$ cat config.mk
export PLATFORM = sky130hd
export DESIGN_NAME = swallow_divider
export DESIGN_NICKNAME = d
export VERILOG_FILES = /design/src/rtl/swdiv_pkg.sv /design/src/rtl/swdiv_cfg_guard.sv /design/src/rtl/swdiv_frame_fsm.sv /design/src/rtl/swdiv_ref_count.sv /design/src/rtl/swallow_divider.sv
export SDC_FILE = /design/constraint.sdc
export NUM_CORES = 1
export LEC_CHECK = 0
export ABC_AREA = 1
export ABC_CLOCK_PERIOD_IN_PS = 4400
export BUFFER_PORTS_ARGS = -buffer_cell sky130_fd_sc_hd__buf_2
export CORE_MARGIN = 2
export CORE_UTILIZATION = 25
export CTS_CLUSTER_DIAMETER = 150
export CTS_CLUSTER_SIZE = 20
export DETAILED_ROUTE_END_ITERATION = 16
export PLACE_DENSITY = 0.45
export SLEW_MARGIN = 30
export SYNTH_ARGS = -nofsm -noshare
export SYNTH_HDL_FRONTEND = slang
export SYNTH_SLANG_ARGS = --single-unit
$ cat constraint.sdc
create_clock -name clk -period 4.4 [get_ports clk]
set_input_delay 0.88 -clock clk [delete_from_list [all_inputs] [get_ports clk]]
set_output_delay 0.88 -clock clk [all_outputs]
set_load 0.01 [all_outputs]
$ cat src/rtl/swdiv_pkg.sv
package swdiv_pkg;

    // Prescaler modulus phase of the current frame.
    typedef enum logic {
        ST_SWALLOW = 1'b0,  // modulus P+1, A counter still running
        ST_PLAIN   = 1'b1   // modulus P for the rest of the frame
    } frame_state_e;

endpackage

$ cat src/rtl/swdiv_cfg_guard.sv
module swdiv_cfg_guard #(
    parameter int P     = 16,
    parameter int BW    = 9,
    parameter int AW    = 4,
    parameter int RW    = 9,
    parameter int B_MIN = 1,
    parameter int R_MIN = 2,
    parameter int DEF_B = 229,
    parameter int DEF_A = 9,
    parameter int DEF_R = 160
) (
    input  logic          clk,
    input  logic          rst_n,
    input  logic          load,
    input  logic [BW-1:0] cfg_b,
    input  logic [AW-1:0] cfg_a,
    input  logic [RW-1:0] cfg_r,
    input  logic          n_wrap,
    input  logic          r_wrap,
    output logic [BW-1:0] nxt_b,
    output logic [AW-1:0] nxt_a,
    output logic [RW-1:0] nxt_r,
    output logic          cfg_err
);

    localparam logic [BW-1:0] RST_B = BW'(DEF_B);
    localparam logic [AW-1:0] RST_A = AW'(DEF_A);
    localparam logic [RW-1:0] RST_R = RW'(DEF_R);

    logic [BW-1:0] act_b, pend_b;
    logic [AW-1:0] act_a, pend_a;
    logic [RW-1:0] act_r, pend_r;
    logic          pend_n_v, pend_r_v;
    logic          err_q;
    logic          legal;

    // Range rules: swallow count must fit the prescaler and stay below B.
    always_comb begin
        legal = (32'(cfg_b) >= B_MIN)
             && (32'(cfg_a) <  P)
             && (32'(cfg_a) <  32'(cfg_b))
             && (32'(cfg_r) >= R_MIN);
    end

    always_ff @(posedge clk or negedge rst_n) begin
        if (!rst_n) begin
            act_b    <= RST_B;
            act_a    <= RST_A;
            act_r    <= RST_R;
            pend_b   <= RST_B;
            pend_a   <= RST_A;
            pend_r   <= RST_R;
            pend_n_v <= 1'b0;
            pend_r_v <= 1'b0;
            err_q    <= 1'b0;
        end else begin
            // Pending values become active only at their own boundary.
            if (n_wrap) begin
                pend_n_v <= 1'b0;
                if (pend_n_v) begin
                    act_b <= pend_b;
                    act_a <= pend_a;
                end
            end
            if (r_wrap) begin
                pend_r_v <= 1'b0;
                if (pend_r_v) begin
                    act_r <= pend_r;
                end
            end
            // A new load wins over the clears above.
            if (load) begin
                err_q <= !legal;
                if (legal) begin
                    pend_b   <= cfg_b;
                    pend_a   <= cfg_a;
                    pend_r   <= cfg_r;
                    pend_n_v <= 1'b1;
                    pend_r_v <= 1'b1;
                end
            end
        end
    end

    always_comb begin
        nxt_b   = pend_n_v ? pend_b : act_b;
        nxt_a   = pend_n_v ? pend_a : act_a;
        nxt_r   = pend_r_v ? pend_r : act_r;
        cfg_err = err_q;
    end

endmodule

$ cat src/rtl/swdiv_frame_fsm.sv
module swdiv_frame_fsm
    import swdiv_pkg::*;
#(
    parameter int P     = 16,
    parameter int BW    = 9,
    parameter int AW    = 4,
    parameter int DEF_B = 229,
    parameter int DEF_A = 9
) (
    input  logic          clk,
    input  logic          rst_n,
    input  logic [BW-1:0] nxt_b,
    input  logic [AW-1:0] nxt_a,
    output logic          frame_end,
    output logic          mod_hi
);

    localparam int            PW     = $clog2(P + 1);
    localparam logic [PW-1:0] PRE_HI = PW'(P);      // P+1 input cycles
    localparam logic [PW-1:0] PRE_LO = PW'(P - 1);  // P input cycles
    localparam logic [BW-1:0] B_ONE  = BW'(1);
    localparam logic [AW-1:0] A_ONE  = AW'(1);
    localparam frame_state_e  ST_RST = (DEF_A != 0) ? ST_SWALLOW : ST_PLAIN;
    localparam logic [PW-1:0] PRE_RST = (DEF_A != 0) ? PRE_HI : PRE_LO;

    frame_state_e  st_q, st_d;
    logic [PW-1:0] pre_q, pre_d;
    logic [BW-1:0] b_q, b_d;
    logic [AW-1:0] a_q, a_d;
    logic          tick, last;

    assign tick = (pre_q == '0);
    assign last = tick && (b_q == B_ONE);

    // Next-state logic.
    always_comb begin
        st_d  = st_q;
        pre_d = pre_q - PW'(1);
        b_d   = b_q;
        a_d   = a_q;
        if (tick) begin
            if (b_q == B_ONE) begin
                // Frame end: reload every counter from the next configuration.
                b_d = nxt_b;
                a_d = nxt_a;
                if (nxt_a != '0) begin
                    st_d  = ST_SWALLOW;
                    pre_d = PRE_HI;
                end else begin
                    st_d  = ST_PLAIN;
                    pre_d = PRE_LO;
                end
            end else begin
                b_d = b_q - B_ONE;
                unique case (st_q)
                    ST_SWALLOW: begin
                        a_d = a_q - A_ONE;
                        if (a_q == A_ONE) begin
                            st_d  = ST_PLAIN;
                            pre_d = PRE_LO;
                        end else begin
                            pre_d = PRE_HI;
                        end
                    end
                    ST_PLAIN: begin
                        pre_d = PRE_LO;
                    end
                endcase
            end
        end
    end

    // State register.
    always_ff @(posedge clk or negedge rst_n) begin
        if (!rst_n) begin
            st_q  <= ST_RST;
            pre_q <= PRE_RST;
            b_q   <= BW'(DEF_B);
            a_q   <= AW'(DEF_A);
        end else begin
            st_q  <= st_d;
            pre_q <= pre_d;
            b_q   <= b_d;
            a_q   <= a_d;
        end
    end

    // Outputs.
    always_comb begin
        frame_end = last;
        unique case (st_q)
            ST_SWALLOW: mod_hi = 1'b1;
            ST_PLAIN:   mod_hi = 1'b0;
        endcase
    end

endmodule

$ cat src/rtl/swdiv_ref_count.sv
module swdiv_ref_count #(
    parameter int RW    = 9,
    parameter int DEF_R = 160
) (
    input  logic          clk,
    input  logic          rst_n,
    input  logic [RW-1:0] nxt_r,
    output logic          wrap
);

    logic [RW-1:0] cnt_q;

    assign wrap = (cnt_q == '0);

    always_ff @(posedge clk or negedge rst_n) begin
        if (!rst_n) begin
            cnt_q <= RW'(DEF_R - 1);
        end else if (wrap) begin
            cnt_q <= nxt_r - RW'(1);
        end else begin
            cnt_q <= cnt_q - RW'(1);
        end
    end

endmodule

$ cat src/rtl/swallow_divider.sv
module swallow_divider #(
    parameter int P     = 16,
    parameter int BW    = 9,
    parameter int RW    = 9,
    parameter int B_MIN = 1,
    parameter int R_MIN = 2,
    parameter int DEF_B = 229,
    parameter int DEF_A = 9,
    parameter int DEF_R = 160,
    localparam int AW   = $clog2(P)
) (
    input  logic          clk,
    input  logic          rst_n,
    input  logic          load,
    input  logic [BW-1:0] cfg_b,
    input  logic [AW-1:0] cfg_a,
    input  logic [RW-1:0] cfg_r,
    output logic          n_pulse,
    output logic          r_pulse,
    output logic          mod_hi,
    output logic          cfg_err
);

    logic [BW-1:0] nxt_b;
    logic [AW-1:0] nxt_a;
    logic [RW-1:0] nxt_r;
    logic          n_wrap, r_wrap;

    swdiv_cfg_guard #(
        .P(P), .BW(BW), .AW(AW), .RW(RW), .B_MIN(B_MIN), .R_MIN(R_MIN),
        .DEF_B(DEF_B), .DEF_A(DEF_A), .DEF_R(DEF_R)
    ) u_guard (
        .clk(clk), .rst_n(rst_n), .load(load),
        .cfg_b(cfg_b), .cfg_a(cfg_a), .cfg_r(cfg_r),
        .n_wrap(n_wrap), .r_wrap(r_wrap),
        .nxt_b(nxt_b), .nxt_a(nxt_a), .nxt_r(nxt_r),
        .cfg_err(cfg_err)
    );

    swdiv_frame_fsm #(
        .P(P), .BW(BW), .AW(AW), .DEF_B(DEF_B), .DEF_A(DEF_A)
    ) u_frame (
        .clk(clk), .rst_n(rst_n), .nxt_b(nxt_b), .nxt_a(nxt_a),
        .frame_end(n_wrap), .mod_hi(mod_hi)
    );

    swdiv_ref_count #(
        .RW(RW), .DEF_R(DEF_R)
    ) u_ref (
        .clk(clk), .rst_n(rst_n), .nxt_r(nxt_r), .wrap(r_wrap)
    );

    assign n_pulse = n_wrap;
    assign r_pulse = r_wrap;

endmodule

---- Word-level counts from Yosys, hierarchy flattened ----
Cells that the tools add are included.
word-level totals
  bits of input ports ..................... 25
  word-level logic and storage cells ...... 58
  output and inout bits ................... 4
  register bits ........................... 75
operators by class
  reduce and logical (&&, ||, !) cells .... 9
  magnitude comparators ................... 3
  add/sub/neg operators ................... 5
  eq/ne operators ......................... 3
  mux-type cells .......................... 23
  bitwise logic cells ..................... 1
operators by type and width
  kind                   count
  $mux W9                4
  $sub A9 B1 Y9 const B  3
  $mux W5                4
  $mux W4                3
  $mux W1                10
  $pmux W5 S2            1
  $eq A9 B1 Y1 const B   1
  $ge A9 B1 Y1 const B   1
  $ge A9 B2 Y1 const B   1
  $logic_not A9 Y1       1
  $lt A4 B9 Y1           1
  $logic_not A5 Y1       1
  $sub A5 B1 Y5 const B  1
  $eq A4 B1 Y1 const B   1
  $reduce_and A2 Y1      2
  $reduce_bool A4 Y1     1
  $sub A4 B1 Y4 const B  1
  $logic_and A1 B1 Y1    3
  $ne A2 B2 Y1 const B   1
  $pmux W1 S2            1
  $logic_not A1 Y1       1
  $not A1 Y1             1

---- Depth between registers and ports, before layout ----
Gate-level depths: netlist of the first run.
  depth after elaboration ................. 5
  depth in mapped cells ................... 12
  mapped depth without buffers ............ 12

---- Modules after synthesis ----
From an unflattened synthesis of the first run, not the netlist that was laid out.
second synthesis, totals
  cell total of the unflattened synthesis .. 564
  area, all modules ....................... 4241.6 um2
by module, submodules not included
  module           times used  cells each  area an instance (um2)
  swdiv_cfg_guard  1           279         2244.7
  swdiv_frame_fsm  1           196         1372.6
  swdiv_ref_count  1           89          624.3

---- Worst setup path after synthesis of the first run ----
Ideal clock, no wire load.
  path kind ............................... in2reg
  start ................................... in cfg_b[2]
  end ..................................... reg u_guard.pend_r[0]
  arrival time ............................ 2074 ps
  required time ........................... 4284 ps
  setup slack ............................. 2209 ps
  cell stages on the path ................. 12
  path through ............................ inv_1 -> ha_1 -> a21oi_1 -> o21ai_1 -> nand2_1 -> nand3b_1 -> nand3_4 -> nand2_2 -> buf_6 -> buf_6 -> nand2_1 -> nand2_1
between the ends
  word-level cells in the longest chain between the ends .. 4
  elaborated cells between the ends (all ways) .. 5
  classes of those cells .................. order compare (2); reduce/logical (3)
RTL lines
  element                                       RTL line                                      text
  start, declared                               swallow_divider.sv:15                         input logic [BW-1:0] cfg_b,
  $ge A9 B1 Y1 or $lt A4 B9 Y1 (tied branches)  swdiv_cfg_guard.sv:39, swdiv_cfg_guard.sv:41
  $logic_and A1 B1 Y1 *                         swdiv_cfg_guard.sv:41                         && (32'(cfg_a) < 32'(cfg_b))
  $logic_and A1 B1 Y1 *                         swdiv_cfg_guard.sv:42                         && (32'(cfg_r) >= R_MIN);
  $reduce_and A2 Y1 (no source line) *          --
  end signal, assigned                          swdiv_cfg_guard.sv:77                         pend_r <= cfg_r;
  end, declared                                 swdiv_cfg_guard.sv:32                         logic [RW-1:0] act_r, pend_r;
Every way passes the cells marked *; elsewhere a longest branch is shown, timed or not.
A chain may end at the register's enable or synchronous reset.

---- Final worst setup path of the first run ----
  start ................................... reg u_frame.pre_q[0]
  end ..................................... out n_pulse
between the ends
  word-level cells in the longest chain between the ends .. 2
RTL lines
  element                 RTL line               text
  start, declared         swdiv_frame_fsm.sv:27  logic [PW-1:0] pre_q, pre_d;
  start signal, assigned  swdiv_frame_fsm.sv:82  pre_q <= pre_d;
  $logic_not A5 Y1        swdiv_frame_fsm.sv:32  assign tick = (pre_q == '0);
  $logic_and A1 B1 Y1     swdiv_frame_fsm.sv:33  assign last = tick && (b_q == B_ONE);
  end, declared           swallow_divider.sv:18  output logic n_pulse,
Every way passes these cells.

==> results of run 1 <==
[layout make-up]
type | count | area (um^2)
well taps | 216 | 270
multi-input cells | 300 | 1730
fillers | 1673 | 11100
clock buffers | 11 | 233
flip-flops and latches | 75 | 1920
inverters | 62 | 238
clock inverters | 5 | 103
repair buffers | 28 | 146
[metal layers]
layer | part of all wire | global-route usage
met1 | 0.53 | 0.158
met2 | 0.42 | 0.161
met3 | 0.030 | 0.0279
met4 | 0.019 | 0.0481
met5 | 0 | 0
[sequential cells by signal (all words and copies together), names as in the netlist]
register and flops:
u_guard.pend_n_v 1, u_guard.act_r 9, u_guard.cfg_err 1, u_frame.pre_q 5
u_guard.act_a 4, u_frame.a_q 4, u_guard.act_b 9, u_guard.pend_a 4
u_guard.pend_b 9, u_guard.pend_r 9, u_frame.b_q 9, u_frame.st_q 1
u_guard.pend_r_v 1, u_ref.cnt_q 9
[layout by cell type, fill, tap and decap left out, drive strengths merged, types with 2 or more instances in the layout]
master	instances
xor2	7
nor2	26
dfstp	32
o221ai	3
ha	10
nor4	2
clkbuf	11
inv	62
a21oi	5
dfrtp	43
bufinv	3
nand3	35
mux2i	5
nand2	119
o21ai	61
nor3	4
buf	28
nand3b	2
o211ai	6
xnor2	4
nand4	5
[critical path, cell delays in order, from the launching register on]
cell	delay, ps
dfrtp_1	380
inv_1	90
ha_1	150
nand2_1	80
nor2_4	420
inv_2	210
nor2_4	240
buf_2	170
[through the flow]
| stage | cell area, um^2 | std cells | power, W |
|---|---|---|---|
| detailed placement | 4300 | 681 | 0.00124 |
| global route | 4630 | 697 | 0.00218 |
| global placement | 4290 | 681 | 0.00123 |
| floorplan | 3970 | 449 | 0.00114 |
| CTS | 4630 | 697 | 0.00210 |
| finish | 4630 | 697 | 0.00206 |
[how the worst max path moves through the flow]
stage | start | end | cells past startpoint
after floorplan | cfg_b[2] | u_guard.pend_r[0] | 12
after global placement | cfg_b[2] | u_guard.pend_b[1] | 10
after detailed placement | cfg_b[2] | u_guard.pend_b[0] | 10
after CTS | u_frame.pre_q[0] | n_pulse | 7
after global routing | u_frame.pre_q[0] | n_pulse | 7
final | u_frame.pre_q[0] | n_pulse | 7
[logic make-up (layout without fill, tap and decap cells)]
kind of cell | Yosys count | after routing | share of synthesized area
buffers and inverters | 74 | 106 | 0.0814
XOR/XNOR | 11 | 11 | 0.0243
flip-flops | 75 | 75 | 0.483
AND/OR/NAND/NOR | 193 | 193 | 0.243
adder cells (fa/ha/maj) | 10 | 10 | 0.0315
AO/OA/AOI/OAI | 81 | 81 | 0.124
multiplexers | 5 | 5 | 0.0126
[report_power, final]
part	leakage (nW)	switching, W	internal, W	total, W
clock network	0.160	0.000288	0.000553	0.000841
registers	0.862	0.0000515	0.000825	0.000877
logic	1.11	0.000223	0.000121	0.000344
==> impl_metrics.json, run 1 <==
{
  "area_growth_pct": 16.8,
  "cts_buffers": 9,
  "drv_slew": 0,
  "yosysWarningCount": 0,
  "die_h_um": 130,
  "leakage_nw": 2.14,
  "r2r-end": "u_guard.pend_n_v",
  "worstPathMaxFanout": 15,
  "hold_viol": 0,
  "slew_headroom": 0.425,
  "tns_ps": 0,
  "fmax_mhz": 337,
  "nets": 511,
  "grt_pass1_vias": 2912,
  "fin_skew_ps": 7.24,
  "cp.required_ps": 3520,
  "end_kind": "output port",
  "synth_edf_count": 0,
  "clockBufferDepth": 2,
  "dp_hpwl_um": 6050,
  "tightest_slew_ps": 858,
  "synth.ff_latch_count": 75,
  "r2r-start": "u_frame.pre_q[0]",
  "holdBufCountCts": 0,
  "rsz0062_at_grt": "no",
  "vias": 2962,
  "drtIter0Drc": 230,
  "ir_drop_uv": 207,
  "power_density_mw_per_mm2": 445,
  "cp-start-kind": "flop",
  "dieArea_mm2": 0.0169,
  "synth.area.top_cells": "dfrtp_1 (27%), dfstp_2 (21%), nand2_1 (10%), o21ai_0 (6.4%), inv_1 (5.0%)",
  "setup_viol": 0,
  "grt_pass1_wl_um": 14600,
  "tritoncts": "done",
  "post-route-util": 0.295,
  "drtPass1Iterations": 4,
  "fin_crit_sh": 0.675,
  "synth_flop_cell": "dfrtp_1",
  "synthDistinctLibCells": 41,
  "cp.arrival_ps": 2090,
  "vias_per_cell": 4.25,
  "grt_max_degree": 76,
  "synthesis.area_mm2": 0.00397,
  "post-synth-top-count-cell": "nand2_1",
  "cts_resized": 0,
  "diodes": 0,
  "core_mm2": 0.0157,
  "clkTransAtPathRegs_ps": 60,
  "synth.avg_cell_area_um2": 8.83,
  "routabilityCongestion": 0.756,
  "outcome": "completed",
  "die_x_um": 130,
  "async_flop_share": 1.00,
  "drive_gt1_frac": 0.247,
  "fin_crit_ps": 2970,
  "yosysSeqAreaShare": 0.483,
  "grt-ovfl-total": 0,
  "clkLatencyLatePin_ps": 340,
  "fin_ws_ps": 1430,
  "reg2regPathDepth": 9,
  "rows": 46,
  "worstHoldPathCells": 1,
  "drv_cap": 0,
  "ant_nets": 0,
  "htree_num_levels": 3,
  "cts_root_buf": "clkbuf_16",
  "totalWireLength_um": 8490,
  "hp-class": "reg2reg",
  "synth_cells": 449,
  "drc": 0,
  "port_buffers": 28,
  "wire_per_inst_um": 12.2,
  "min_to": "u_frame.pre_q[0]",
  "grt_util_all_layers": 0.112,
  "place_ws_ps": 1710,
  "clock-sinks": 75,
  "ys_top_cells_by_count": "nand2_1 (108), inv_1 (53), o21ai_0 (51), dfrtp_1 (43)",
  "start_util": 0.252,
  "synth_top_cell_area_share": 0.271,
  "hp-start": "u_frame.pre_q[0]",
  "cts_setup_buffers": 0,
  "syn_nets": 484,
  "worstSetupPathType": "reg2out",
  "rrSetupSlack_ps": 2430,
  "antenna_found_initial": 0,
  "io_pins": 29,
  "timing.hold.ws_ps": 457,
  "synth_top_area_cell": "dfrtp_1"
}
Power figures use the tool's default switching activity.
==> run 2: changes to the inputs <==
--- a/config.mk
+++ b/config.mk
@@ -5,15 +5,15 @@
 export SDC_FILE = /design/constraint.sdc
 export NUM_CORES = 1
 export LEC_CHECK = 0
-export ABC_AREA = 1
-export ABC_CLOCK_PERIOD_IN_PS = 4400
+export ABC_AREA = 0
+export ABC_CLOCK_PERIOD_IN_PS = 2650
 export BUFFER_PORTS_ARGS = -buffer_cell sky130_fd_sc_hd__buf_2
 export CORE_MARGIN = 2
 export CORE_UTILIZATION = 25
 export CTS_CLUSTER_DIAMETER = 150
 export CTS_CLUSTER_SIZE = 20
 export DETAILED_ROUTE_END_ITERATION = 16
-export PLACE_DENSITY = 0.45
+export PLACE_DENSITY = 0.46
 export SLEW_MARGIN = 30
 export SYNTH_ARGS = -nofsm -noshare
 export SYNTH_HDL_FRONTEND = slang
==> constraint.sdc (replaced) <==
create_clock -name clk -period 2.65 [get_ports clk]
set_input_delay 0.53 -clock clk [delete_from_list [all_inputs] [get_ports clk]]
set_output_delay 0.53 -clock clk [all_outputs]
set_load 0.01 [all_outputs]
==> run 2 against run 1 <==
Against the previous run: synthesized area fell by 0.79%; critical path type unchanged; highest routed layer unchanged; cell area up 1.1%; via count decreased by 7.1%; first-iteration DRC count shrank 53%; global-route usage increased by 0.15 points.
==> impl_metrics.json, run 2 <==
{
  "crit_family": "flip-flops",
  "area_growth_pct": 19.1,
  "setup_viol": 0,
  "clkLatencyLatePin_ps": 340,
  "placedCellCount": 585,
  "synth.avg_cell_area_um2": 11.3,
  "slew_headroom": 0.591,
  "grt_pass1_vias": 2831,
  "cp.depth": 5,
  "die_x_um": 129,
  "fin_skew_ps": 6.65,
  "end_kind": "output port",
  "layout_commonest_cell": "dfrtp_1",
  "outcome": "completed",
  "cts_setup_buffers": 0,
  "cts_resized": 0,
  "grt_pass1_wl_um": 14500,
  "hp-class": "in2async",
  "fillers": 1616,
  "synth_edf_count": 0,
  "die_h_um": 129,
  "drive_gt1_frac": 0.344,
  "ys_top_cells_by_count": "dfrtp_1 (43), dfstp_2 (32), a21oi_1 (25), mux2_2 (24), nand2_1 (23)",
  "reg2regPathDepth": 5,
  "clock-sinks": 75,
  "drv_cap": 0,
  "cp-start-kind": "flop",
  "drc": 0,
  "vias_per_cell": 4.58,
  "ir_drop_uv": 307,
  "cp.arrival_ps": 1920,
  "antenna_found_initial": 0,
  "grt_util_all_layers": 0.113,
  "tightest_slew_ps": 608,
  "fin_crit_sh": 0.926,
  "timing.hold.ws_ps": 202,
  "holdBufCountCts": 0,
  "drv_slew": 0,
  "cts_root_buf": "clkbuf_16",
  "tritoncts": "done",
  "dp_hpwl_um": 6240,
  "synthDistinctLibCells": 51,
  "power_density_mw_per_mm2": 722,
  "synth.ff_latch_count": 75,
  "dieArea_mm2": 0.0168,
  "nets": 420,
  "crit_chain": "ha_1, nor4b_2, nand3_1, inv_1, buf_2",
  "totalWireLength_um": 8670,
  "clockBufferDepth": 2,
  "synth_flop_cell": "dfrtp_1",
  "grt_max_degree": 76,
  "final_cells": 601,
  "grt-ovfl-total": 0,
  "post-route-util": 0.306,
  "rsz0062_at_grt": "no",
  "synth.area.top_cells": "dfrtp_1 (27%), dfstp_2 (21%), mux2_2 (6.9%), mux2_4 (6.5%), mux2i_1 (4.1%)",
  "synth_cells": 349,
  "post-synth-top-count-cell": "dfrtp_1",
  "start_util": 0.257,
  "fin_crit_ps": 2450,
  "wire_per_inst_um": 14.4,
  "htree_num_levels": 3,
  "worstSetupPathType": "reg2out",
  "seqCellArea_mm2": 0.00192,
  "cp.required_ps": 2120,
  "routabilityCongestion": 0.837,
  "diodes": 0,
  "yosysSeqAreaShare": 0.487,
  "port_buffers": 28,
  "multi_input_area_mm2": 0.00187,
  "tns_ps": 0,
  "drtPass1Iterations": 4,
  "synth_top_area_cell": "dfrtp_1",
  "vias": 2752,
  "rows": 45,
  "max_stage_delay_ps": 570,
  "final_cell_mix": "dfrtp_1 (43), dfstp_2 (32), buf_2 (27), a21oi_1 (25), mux2_2 (24)",
  "cp_num_buf_inv": 2,
  "yosysWarningCount": 0,
  "synth_top_cell_area_share": 0.273,
  "async_flop_share": 1.00,
  "worstPathMaxFanout": 5,
  "core_mm2": 0.0153,
  "drtIter0Drc": 108,
  "syn_nets": 384,
  "io_pins": 29,
  "leakage_nw": 2.05,
  "synthesis.area_mm2": 0.00394,
  "fmax_mhz": 407,
  "design_area_mm2": 0.00469,
  "cts_buffers": 9,
  "ant_nets": 0,
  "crit_slowest_cell": "dfstp_2",
  "hold_viol": 0,
  "place_area_mm2": 0.00436,
  "clkTransAtPathRegs_ps": 60
}
-- run 2: routing by layer --
layer,part of all wire,track usage,vias to the layer above
met5,0,0,-
li1,-,-,1349
met3,0.033,0.0314,7
met2,0.45,0.175,41
met1,0.50,0.152,1355
met4,0.015,0.0417,0
-- run 2: layout make-up --
class                   instances  share of cell area
clock buffers                  10              0.0510
repair buffers                 39              0.0534
well taps                     211              0.0563
multi-input cells             244               0.398
clock inverters                 6              0.0190
inverters                      16              0.0128
flip-flops and latches         75               0.409
-- run 2: worst paths after layout --
path	startpoint	end	slack (ps)
min in group clk	cfg_r[0]	u_guard.pend_r[0]	420
max reg2reg	u_frame.b_q[0]	u_frame.a_q[1]	410
min reg2reg	u_guard.act_b[5]	u_guard.act_b[5]	480
max in group asynchronous	rst_n	u_guard.pend_a[0]	2090
min	rst_n	u_guard.pend_b[4]	200
max	u_frame.b_q[0]	n_pulse	200
-- run 2: worst reg2reg max path, delay by kind of cell, from the launching register on --
kind            cells  cell delay, ps
fa+ha+maj           1             180
simple gates        2             970
flops               1             570
compound gates      2             410
-- run 2: metrics by stage --
step	power, W	worst slack, ps
3_3_place_gp	0.00206	267
6_report	0.00338	195
4_1_cts	0.00344	149
2_1_floorplan	0.00190	362
3_5_place_dp	0.00207	252
5_1_grt	0.00355	36.5
-- run 2: logic make-up after synthesis --
family                   Yosys count  synth area share
AO/OA/AOI/OAI                     75             0.122
XOR/XNOR                           9            0.0200
adder cells (fa/ha/maj)           10            0.0318
buffers and inverters             30            0.0385
flip-flops                        75             0.487
multiplexers                      57             0.174
AND/OR/NAND/NOR                   93             0.127
-- run 2: where the power goes --
group	internal [W]	switching (W)
Combinational	0.000260	0.000245
Sequential	0.00138	0.000157
Clock	0.000850	0.000490
Total	0.00249	0.000892
==> run 3: changes to the inputs <==
--- a/config.mk
+++ b/config.mk
@@ -7,13 +7,13 @@
 export LEC_CHECK = 0
 export ABC_AREA = 0
 export ABC_CLOCK_PERIOD_IN_PS = 2650
-export BUFFER_PORTS_ARGS = -buffer_cell sky130_fd_sc_hd__buf_2
+export BUFFER_PORTS_ARGS = -buffer_cell sky130_fd_sc_hd__buf_4
 export CORE_MARGIN = 2
-export CORE_UTILIZATION = 25
+export CORE_UTILIZATION = 40
 export CTS_CLUSTER_DIAMETER = 150
 export CTS_CLUSTER_SIZE = 20
 export DETAILED_ROUTE_END_ITERATION = 16
-export PLACE_DENSITY = 0.46
+export PLACE_DENSITY = 0.64
 export SLEW_MARGIN = 30
 export SYNTH_ARGS = -nofsm -noshare
 export SYNTH_HDL_FRONTEND = slang
==> run 3 against run 2 <==
Against the previous run: critical endpoint is now r_pulse; count of clock-buffer cells in the layout up 1; wire length shrank 10%; first-iteration DRC count grew 27%; highest routed layer unchanged; largest cell class unchanged.
==> impl_metrics.json, run 3 (same netlist as run 2, synthesis figures left out) <==
{
  "wire_per_inst_um": 14.9,
  "cts_setup_buffers": 0,
  "use_met3": 0.0423,
  "die_h_um": 103,
  "final_cell_mix": "dfrtp_1 (43), buf_4 (38), dfstp_2 (32), a21oi_1 (25), mux2_2 (24)",
  "layout_commonest_cell": "dfrtp_1",
  "ir_drop_uv": 243,
  "drv_slew": 0,
  "grt_pass1_vias": 2748,
  "fin_skew_ps": 15.6,
  "r2r-start": "u_ref.cnt_q[6]",
  "antenna_found_initial": 0,
  "reg2regPathDepth": 8,
  "finalPower_w": 0.00301,
  "met2_usage": 0.237,
  "fin_crit_sh": 0.930,
  "tritoncts": "done",
  "vias": 2769,
  "drv_cap": 0,
  "worstPathMaxFanout": 6,
  "drive_gt1_frac": 0.341,
  "core_mm2": 0.00964,
  "area_growth_pct": 14.9,
  "outcome": "completed",
  "hold_viol": 0,
  "port_buffers": 28,
  "htree_num_levels": 3,
  "cp.required_ps": 2120,
  "dp_hpwl_um": 5540,
  "grt_use_met1": 0.233,
  "fmax_mhz": 406,
  "grt-ovfl-total": 0,
  "tns_ps": 0,
  "top_usage_layer": "met2",
  "drtIter0Drc": 137,
  "cp.arrival_ps": 1930,
  "end_kind": "output port",
  "io_pins": 29,
  "tightest_slew_ps": 654,
  "clockBufferDepth": 2,
  "r2r-end": "u_ref.cnt_q[6]",
  "start_util": 0.408,
  "clkTransAtPathRegs_ps": 90,
  "grt_util_all_layers": 0.162,
  "grt_max_degree": 74,
  "rsz0062_at_grt": "no",
  "setup_viol": 0,
  "cts_buffers": 9,
  "cp-start-kind": "flop",
  "drc": 0,
  "drtPass1Iterations": 4,
  "routabilityCongestion": 0.824,
  "fin_crit_ps": 2460,
  "leakage_nw": 2.02,
  "nets": 420,
  "grt_pass1_wl_um": 13300,
  "dieArea_mm2": 0.0106,
  "clock-sinks": 75,
  "totalWireLength_um": 7780,
  "power_density_mw_per_mm2": 664,
  "hp-class": "in2async",
  "cts_root_buf": "clkbuf_8",
  "rrSetupSlack_ps": 410,
  "rows": 36,
  "worstSetupPathType": "reg2out",
  "die_x_um": 103,
  "vias_per_cell": 5.29,
  "diodes": 0,
  "ant_nets": 0,
  "clkLatencyLatePin_ps": 350,
  "slew_headroom": 0.564
}
-- run 3: worst max-delay path by stage --
stage | start | to | slack (ps) | cells past startpoint
after floorplan | u_guard.pend_r_v | u_ref.cnt_q[6] | 360 | 9
after global placement | cfg_b[6] | u_guard.pend_r[0] | 290 | 7
after detailed placement | cfg_b[6] | u_guard.pend_b[8] | 260 | 7
after CTS | u_frame.pre_q[0] | n_pulse | 160 | 6
after global routing | u_ref.cnt_q[6] | r_pulse | 100 | 4
final | u_ref.cnt_q[6] | r_pulse | 190 | 4
-- run 3: power breakdown --
group | internal, W | switching [W]
registers | 0.00138 | 0.000151
clock network | 0.000530 | 0.000428
logic | 0.000268 | 0.000249
total | 0.00218 | 0.000828
-- run 3: area by class of cell --
type,instances,area [um^2]
Clock buffer,11,131
Clock inverter,5,78.8
Multi-Input combinational cell,244,1870
Timing Repair Buffer,39,297
Sequential cell,75,1920
Fill cell,915,5120
Inverter,16,60.1
Tap cell,133,166
-- run 3: what timing repair did --
action / 4_1_cts / 5_1_grt
hold buffers: 0 / 0
resized for setup: 0 / 1
setup endpoints to repair: 0 / 1
-- run 3: routing by layer --
metal | wire [um] | vias to the layer above
met5 | 0 | -
met4 | 119 | 0
met3 | 273 | 11
met2 | 3500 | 40
met1 | 3880 | 1368
li1 | - | 1350
-- run 3: worst max-delay path, stage by stage, from the launching register on --
cell     delay, ps
dfrtp_1        430
or3_1          490
nor3_4         340
buf_4          210
buf_4          120
-- run 3: stage by stage --
stage / instances / hold slack, ps / setup WS [ps] / cell area [um^2] / utilization
finish: 523 / 201 / 186 / 4520 / 0.469
global route: 523 / 237 / 95.3 / 4520 / 0.469
CTS: 523 / 348 / 164 / 4510 / 0.468
detailed placement: 507 / 470 / 257 / 4300 / 0.446
global placement: 507 / 462 / 293 / 4300 / 0.446
floorplan: 349 / 234 / 362 / 3940 / -
